<file path="config.mk">
export PLATFORM = sky130hd
export DESIGN_NAME = cdf_supervisor
export DESIGN_NICKNAME = d
export VERILOG_FILES = /design/src/rtl/cdf_pkg.sv /design/src/rtl/cdf_sync.sv /design/src/rtl/cdf_thermal.sv /design/src/rtl/cdf_ocp.sv /design/src/rtl/cdf_activity.sv /design/src/rtl/cdf_supervisor.sv
export SDC_FILE = /design/constraint.sdc
export NUM_CORES = 1
export LEC_CHECK = 0
export BUFFER_PORTS_ARGS = -buffer_cell sky130_fd_sc_hd__buf_2
export CORE_UTILIZATION = 40
export DETAILED_ROUTE_END_ITERATION = 10
export SLEW_MARGIN = 20
export SYNTH_ARGS = -nofsm -noshare
export SYNTH_HDL_FRONTEND = slang
export SYNTH_SLANG_ARGS = --single-unit
</file>
<file path="constraint.sdc">
create_clock -name clk -period 1.7 [get_ports clk]
set_input_delay 0.51 -clock clk [delete_from_list [all_inputs] [get_ports clk]]
set_output_delay 0.51 -clock clk [all_outputs]
set_load 0.01 [all_outputs]
</file>
<file path="src/rtl/cdf_pkg.sv">
package cdf_pkg;
  typedef enum logic [1:0] {
    TH_NORM = 2'd0,
    TH_WARN = 2'd1,
    TH_SHUT = 2'd2
  } therm_e;

  localparam int SYNC_STAGES = 2;
endpackage

</file>
<file path="src/rtl/cdf_sync.sv">
module cdf_sync #(
  parameter int W      = 1,
  parameter int STAGES = 2
) (
  input  logic         clk,
  input  logic         rst_n,
  input  logic [W-1:0] d_i,
  output logic [W-1:0] q_o
);
  logic [W-1:0] stg_q [STAGES];

  genvar s;
  generate
    for (s = 0; s < STAGES; s++) begin : g_stage
      always_ff @(posedge clk or negedge rst_n) begin
        if (!rst_n) begin
          stg_q[s] <= '0;
        end else if (s == 0) begin
          stg_q[s] <= d_i;
        end else begin
          stg_q[s] <= stg_q[(s == 0) ? 0 : s-1];
        end
      end
    end
  endgenerate

  assign q_o = stg_q[STAGES-1];
endmodule

</file>
<file path="src/rtl/cdf_thermal.sv">
module cdf_thermal
  import cdf_pkg::*;
(
  input  logic clk,
  input  logic rst_n,
  input  logic warn_i,
  input  logic shut_i,
  input  logic cool_i,
  output logic warn_act_o,
  output logic shut_act_o
);
  therm_e state_q, state_nx;

  always_comb begin
    state_nx = state_q;
    if (shut_i) begin
      state_nx = TH_SHUT;
    end else if (warn_i) begin
      if (state_q != TH_SHUT) state_nx = TH_WARN;
    end else if (cool_i) begin
      state_nx = TH_NORM;
    end
  end

  always_ff @(posedge clk or negedge rst_n) begin
    if (!rst_n) state_q <= TH_NORM;
    else        state_q <= state_nx;
  end

  assign warn_act_o = (state_q != TH_NORM);
  assign shut_act_o = (state_q == TH_SHUT);

  AST_SHUT_HOLDS: assert property (@(posedge clk) disable iff (!rst_n)
    (state_q == TH_SHUT) && !cool_i |=> (state_q == TH_SHUT));
  AST_WARN_ON_FLAG: assert property (@(posedge clk) disable iff (!rst_n)
    warn_i |=> (state_q != TH_NORM));
endmodule

</file>
<file path="src/rtl/cdf_ocp.sv">
module cdf_ocp #(
  parameter int NUM_FET = 8
) (
  input  logic               clk,
  input  logic               rst_n,
  input  logic [NUM_FET-1:0] oc_i,
  input  logic               mute_n_i,
  output logic               oc_lat_o
);
  logic oc_lat_q, oc_lat_nx;
  logic mute_q;
  logic mute_rel;
  logic any_oc;

  assign any_oc   = |oc_i;
  assign mute_rel = mute_n_i & ~mute_q;

  always_comb begin
    oc_lat_nx = oc_lat_q;
    if (any_oc)        oc_lat_nx = 1'b1;
    else if (mute_rel) oc_lat_nx = 1'b0;
  end

  always_ff @(posedge clk or negedge rst_n) begin
    if (!rst_n) begin
      oc_lat_q <= 1'b0;
      mute_q   <= 1'b0;
    end else begin
      oc_lat_q <= oc_lat_nx;
      mute_q   <= mute_n_i;
    end
  end

  assign oc_lat_o = oc_lat_q;

  AST_OC_SETS: assert property (@(posedge clk) disable iff (!rst_n)
    any_oc |=> oc_lat_q);
  AST_OC_CLEAR_ON_UNMUTE: assert property (@(posedge clk) disable iff (!rst_n)
    $fell(oc_lat_q) |-> $past(mute_rel));
endmodule

</file>
<file path="src/rtl/cdf_activity.sv">
module cdf_activity #(
  parameter int DLOSS_TICKS = 50
) (
  input  logic clk,
  input  logic rst_n,
  input  logic en_i,
  input  logic tick_i,
  input  logic sig_i,
  output logic timeout_o
);
  localparam int CW = $clog2(DLOSS_TICKS + 1);
  localparam logic [CW-1:0] LIM = CW'(DLOSS_TICKS);

  logic          sig_q;
  logic [CW-1:0] cnt_q, cnt_nx;
  logic          edge_seen;

  assign edge_seen = sig_i ^ sig_q;

  always_comb begin
    cnt_nx = cnt_q;
    if (!en_i || edge_seen)             cnt_nx = '0;
    else if (tick_i && (cnt_q != LIM))  cnt_nx = cnt_q + 1'b1;
  end

  always_ff @(posedge clk or negedge rst_n) begin
    if (!rst_n) begin
      sig_q <= 1'b0;
      cnt_q <= '0;
    end else begin
      sig_q <= sig_i;
      cnt_q <= cnt_nx;
    end
  end

  assign timeout_o = (cnt_q == LIM);

  AST_IDLE_QUIET: assert property (@(posedge clk) disable iff (!rst_n)
    !en_i |=> !timeout_o);
  AST_EDGE_RESTART: assert property (@(posedge clk) disable iff (!rst_n)
    edge_seen |=> !timeout_o);
endmodule

</file>
<file path="src/rtl/cdf_supervisor.sv">
module cdf_supervisor
  import cdf_pkg::*;
#(
  parameter int NUM_PWM     = 4,
  parameter int NUM_FET     = 8,
  parameter int DLOSS_TICKS = 50
) (
  input  logic               clk,
  input  logic               rst_n,
  input  logic               bridge_mode_i,
  input  logic               tick_i,
  input  logic [NUM_PWM-1:0] pwm_i,
  input  logic               mute_n_i,
  input  logic               tmp_warn_i,
  input  logic               tmp_shut_i,
  input  logic               tmp_cool_i,
  input  logic [NUM_FET-1:0] oc_i,
  output logic               out_en_o,
  output logic               warn_n_o,
  output logic               shut_n_o,
  output logic               oc_n_o,
  output logic               dloss_n_o
);
  localparam int SW = 4 + NUM_FET + NUM_PWM;

  logic [1:0]         rst_sync_q;
  logic               rst_int_n;
  logic [SW-1:0]      sync_d, sync_q;
  logic               warn_s, shut_s, cool_s, mute_s;
  logic [NUM_FET-1:0] oc_s;
  logic [NUM_PWM-1:0] pwm_s;
  logic [NUM_PWM-1:0] tmo;
  logic               warn_act, shut_act, oc_lat;
  logic               out_en_q, out_en_nx;

  always_ff @(posedge clk or negedge rst_n) begin
    if (!rst_n) rst_sync_q <= 2'b00;
    else        rst_sync_q <= {rst_sync_q[0], 1'b1};
  end
  assign rst_int_n = rst_sync_q[1];

  assign sync_d = {tmp_warn_i, tmp_shut_i, tmp_cool_i, mute_n_i, oc_i, pwm_i};

  cdf_sync #(.W(SW), .STAGES(SYNC_STAGES)) u_sync (
    .clk   (clk),
    .rst_n (rst_int_n),
    .d_i   (sync_d),
    .q_o   (sync_q)
  );

  assign {warn_s, shut_s, cool_s, mute_s, oc_s, pwm_s} = sync_q;

  cdf_thermal u_thermal (
    .clk        (clk),
    .rst_n      (rst_int_n),
    .warn_i     (warn_s),
    .shut_i     (shut_s),
    .cool_i     (cool_s),
    .warn_act_o (warn_act),
    .shut_act_o (shut_act)
  );

  cdf_ocp #(.NUM_FET(NUM_FET)) u_ocp (
    .clk      (clk),
    .rst_n    (rst_int_n),
    .oc_i     (oc_s),
    .mute_n_i (mute_s),
    .oc_lat_o (oc_lat)
  );

  genvar c;
  generate
    for (c = 0; c < NUM_PWM; c++) begin : g_chan
      if ((c % 2) == 0) begin : g_mon
        cdf_activity #(.DLOSS_TICKS(DLOSS_TICKS)) u_act (
          .clk       (clk),
          .rst_n     (rst_int_n),
          .en_i      (bridge_mode_i),
          .tick_i    (tick_i),
          .sig_i     (pwm_s[c]),
          .timeout_o (tmo[c])
        );
      end else begin : g_unmon
        assign tmo[c] = 1'b0;
      end
    end
  endgenerate

  assign out_en_nx = mute_s & ~shut_act & ~oc_lat;

  always_ff @(posedge clk or negedge rst_int_n) begin
    if (!rst_int_n) out_en_q <= 1'b0;
    else            out_en_q <= out_en_nx;
  end

  assign out_en_o  = out_en_q;
  assign warn_n_o  = ~warn_act;
  assign shut_n_o  = ~shut_act;
  assign oc_n_o    = ~oc_lat;
  assign dloss_n_o = ~(|tmo);

  AST_SHUT_GATES: assert property (@(posedge clk) disable iff (!rst_int_n)
    shut_act |=> !out_en_q);
  AST_OC_GATES: assert property (@(posedge clk) disable iff (!rst_int_n)
    oc_lat |=> !out_en_q);
  AST_MUTE_GATES: assert property (@(posedge clk) disable iff (!rst_int_n)
    !mute_s |=> !out_en_q);
endmodule

</file>
==> metrics.txt <==
status=complete, but fails checks; failing checks=setup timing; Final Hold Vio Count=0; critical path launch point type=register; Tcrit/Tclk final=1.09; Die Area=4540 um^2; largest net degree at the start of global routing=28; ANT nets after route=0; sequential share of the synthesized area=0.718; Via Count=1009; Max VDD drop=0.680 mV; layout cell share with drive strength beyond 1=0.302; vias in the first global route=1042; Clock Latency Late Sink=0.30 ns; total of max-cap violations=0; Final setup viols=1; TritonCTS clock tree=yes; delay-heaviest family, CP=flip-flops; CP Class=register to output port; DIE WIDTH=67.3 um; drt total wl=2540 um; Max Root-Sink Buffers=2; syn avg cell area=13.9 um^2; Reg clk slew, reported paths=0.09 ns; first-pass GRT wire length=4430 um; crit path time final=1.86 ns; r2r startpoint=g_chan[2].g_mon.u_act.cnt_q[0]; CP Depth=5; DRC=0; Avg Vias per Cell=4.76; Routability Congestion=0.782; Overflow after GRT=0; clock root cell=clkbuf_8; worst path bufs/invs=2; Slew Viols, Final=0; Port Buffers=22; Layout Skew=0.00490 ns; Crit-path slowest cell=dfrtp_1; Placeable Area=4060 um^2; hpwl dp=1820 um; Yosys Warn Count=0; CTS Sinks=49; RSZ-0062 raised after global routing=true; Post-Syn Instances=123; crit path capture=dloss_n_o; Tot Pwr=2.20 mW; dpl ws=0.0832 ns; final worst setup slack=-0.156 ns; Cell Pwr Density=1050 nW/um^2; Global Route Usage Sum=0.137; Starting Density=0.421; Area Growth Syn to Fin=22.7%; synthesized cell area=1710 um^2; Initial DRC Count=31; Data arrival, critical path=1.35 ns; post-synth cell types=29; flop2flop setup slack=0.22 ns; diode count=0; P_leak=0.978 nW; fmax=0.539 GHz; Reg area=1230 um^2; Final Net Count=185; Post-Syn Nets=147; r2r worst-path depth=6; Max FO, Critical Path=2; initial antenna violation count=0; area of the multi-input gates=467 um^2; Top-Level Pins=25; WL/cell=12.0 um; 1st-pass router iterations=4; Required @ worst endpoint=1.19 ns; CP max stage delay=0.40 ns; min-delay worst type=register to asynchronous set/reset pin; Die Height=67.3 um; Num CTS Buffers=5; fillers=366; critical path, cell by cell=inv_2 > ha_2 > and4bb_4 > a21oi_2 > buf_2; Setup crit start=g_chan[0].g_mon.u_act.cnt_q[0]; kind of end point of the critical path=output port; RR Endpoint=g_chan[2].g_mon.u_act.cnt_q[0]; placement row count=23; #FFs+latches synth=49; H-tree levels=2
## layer usage
metal / wire (um) / GRT usage / vias up / part of all wire
met5: 0 / 0 / - / 0
met4: 60 / 0.0798 / 0 / 0.024
met3: 106 / 0.0456 / 6 / 0.042
met2: 1290 / 0.233 / 21 / 0.51
met1: 1090 / 0.149 / 491 / 0.43
li1: - / - / 491 / -
## registers in the layout (all words and copies together) (netlist names)
register / count
g_chan.g_mon.u_act.cnt_q: 12
g_chan.g_mon.u_act.sig_q: 2
out_en_o: 1
rst_sync_q: 2
u_ocp.mute_q: 1
u_ocp.oc_lat_o: 1
u_sync.q_o: 14
u_sync.stg_q: 14
u_thermal.state_q: 2
## worst register-to-register path, delay by kind of cell, from the launching register on
family                     cells  cell delay (ns)
DFF                            1             0.40
AOI/OAI and AO/OA              1             0.30
buffers and inverters          2             0.25
muxes                          1             0.23
and+or+nand+nor                1             0.12
adders and majority gates      1             0.11
## stage by stage
stage | instance area, um^2 | instances | hold slack [ns] | util | setup TNS, ns
finish | 2100 | 212 | 0.233 | 0.516 | -0.156
global route | 2100 | 212 | 0.283 | 0.516 | -0.231
CTS | 2070 | 211 | 0.249 | 0.511 | -0.185
detailed placement | 1910 | 198 | 0.241 | 0.471 | 0
global placement | 1910 | 198 | 0.241 | 0.471 | 0
floorplan | 1710 | 123 | 0.214 | - | 0
## area by class of cell
cell class,instances,area share
sequential,49,0.586
multi-input combinational,67,0.223
timing repair buffer,32,0.0955
clock buffer,5,0.0328
tap,50,0.0299
clock inverter,3,0.0227
inverter,6,0.0107
## Yosys cell counts
master,count,share of area
a211o_1,1,0.0051
a211oi_1,1,0.0044
a211oi_2,1,0.0073
a21bo_2,1,0.0059
a21o_1,1,0.0044
a21oi_1,7,0.021
and3_1,1,0.0037
and4bb_4,1,0.0095
buf_6,1,0.0066
conb_1,1,0.0022
dfrtp_1,49,0.72
ha_1,4,0.029
inv_1,6,0.013
mux2i_1,3,0.018
nand2_1,8,0.018
nand2b_1,1,0.0037
nand3_1,7,0.021
nand4_1,3,0.011
nand4_2,1,0.0073
nand4b_1,1,0.0051
nor2_1,7,0.015
nor2b_1,1,0.0037
nor4_1,2,0.0073
o211a_1,1,0.0059
o21ai_0,4,0.012
or3_1,2,0.0073
or3b_1,1,0.0051
xnor2_1,2,0.010
xor2_1,4,0.021
## power by group
| part | internal (mW) | switching (mW) |
|---|---|---|
| Sequential | 1.21 | 0.0308 |
| Combinational | 0.0581 | 0.0607 |
| Clock | 0.448 | 0.384 |
## how the worst min path moves through the flow
stage,depth (start not counted),startpoint,endpoint
after floorplan,0,rst_n,rst_sync_q[0]
after global placement,0,rst_sync_q[1],u_sync.q_o[2]
after detailed placement,0,rst_sync_q[1],g_chan[2].g_mon.u_act.sig_q
after CTS,0,rst_sync_q[1],g_chan[2].g_mon.u_act.sig_q
after global routing,0,rst_sync_q[1],g_chan[2].g_mon.u_act.sig_q
final,0,rst_sync_q[1],g_chan[2].g_mon.u_act.sig_q
## cells in the final DEF (no fill, tap or decap), types with 4 or more instances in the layout
cell,n
nor2_1,7
xor2_1,4
buf_4,8
nand3_1,7
buf_2,22
a21oi_1,6
o21ai_0,4
dfrtp_1,48
inv_1,4
nand2_1,8
clkbuf_8,5
## repair_timing
item                                    in CTS  in global routing
buffers inserted                             4                  1
endpoints found under the hold margin        2                  0
resized for setup                            2                  4
endpoints found under the setup margin       1                  1
pin swaps                                    1                  3
hold buffers                                 1                  0
gates cloned                                 0                  0
## logic make-up after synthesis
family | share of synthesized area
flops | 0.718
simple gates | 0.117
other cells | 0.00220
fa+ha+maj | 0.0293
xor+xnor | 0.0308
compound gates | 0.0652
buf+inv | 0.0198
mux | 0.0176
Note: power is estimated with default switching activity, not from simulation.
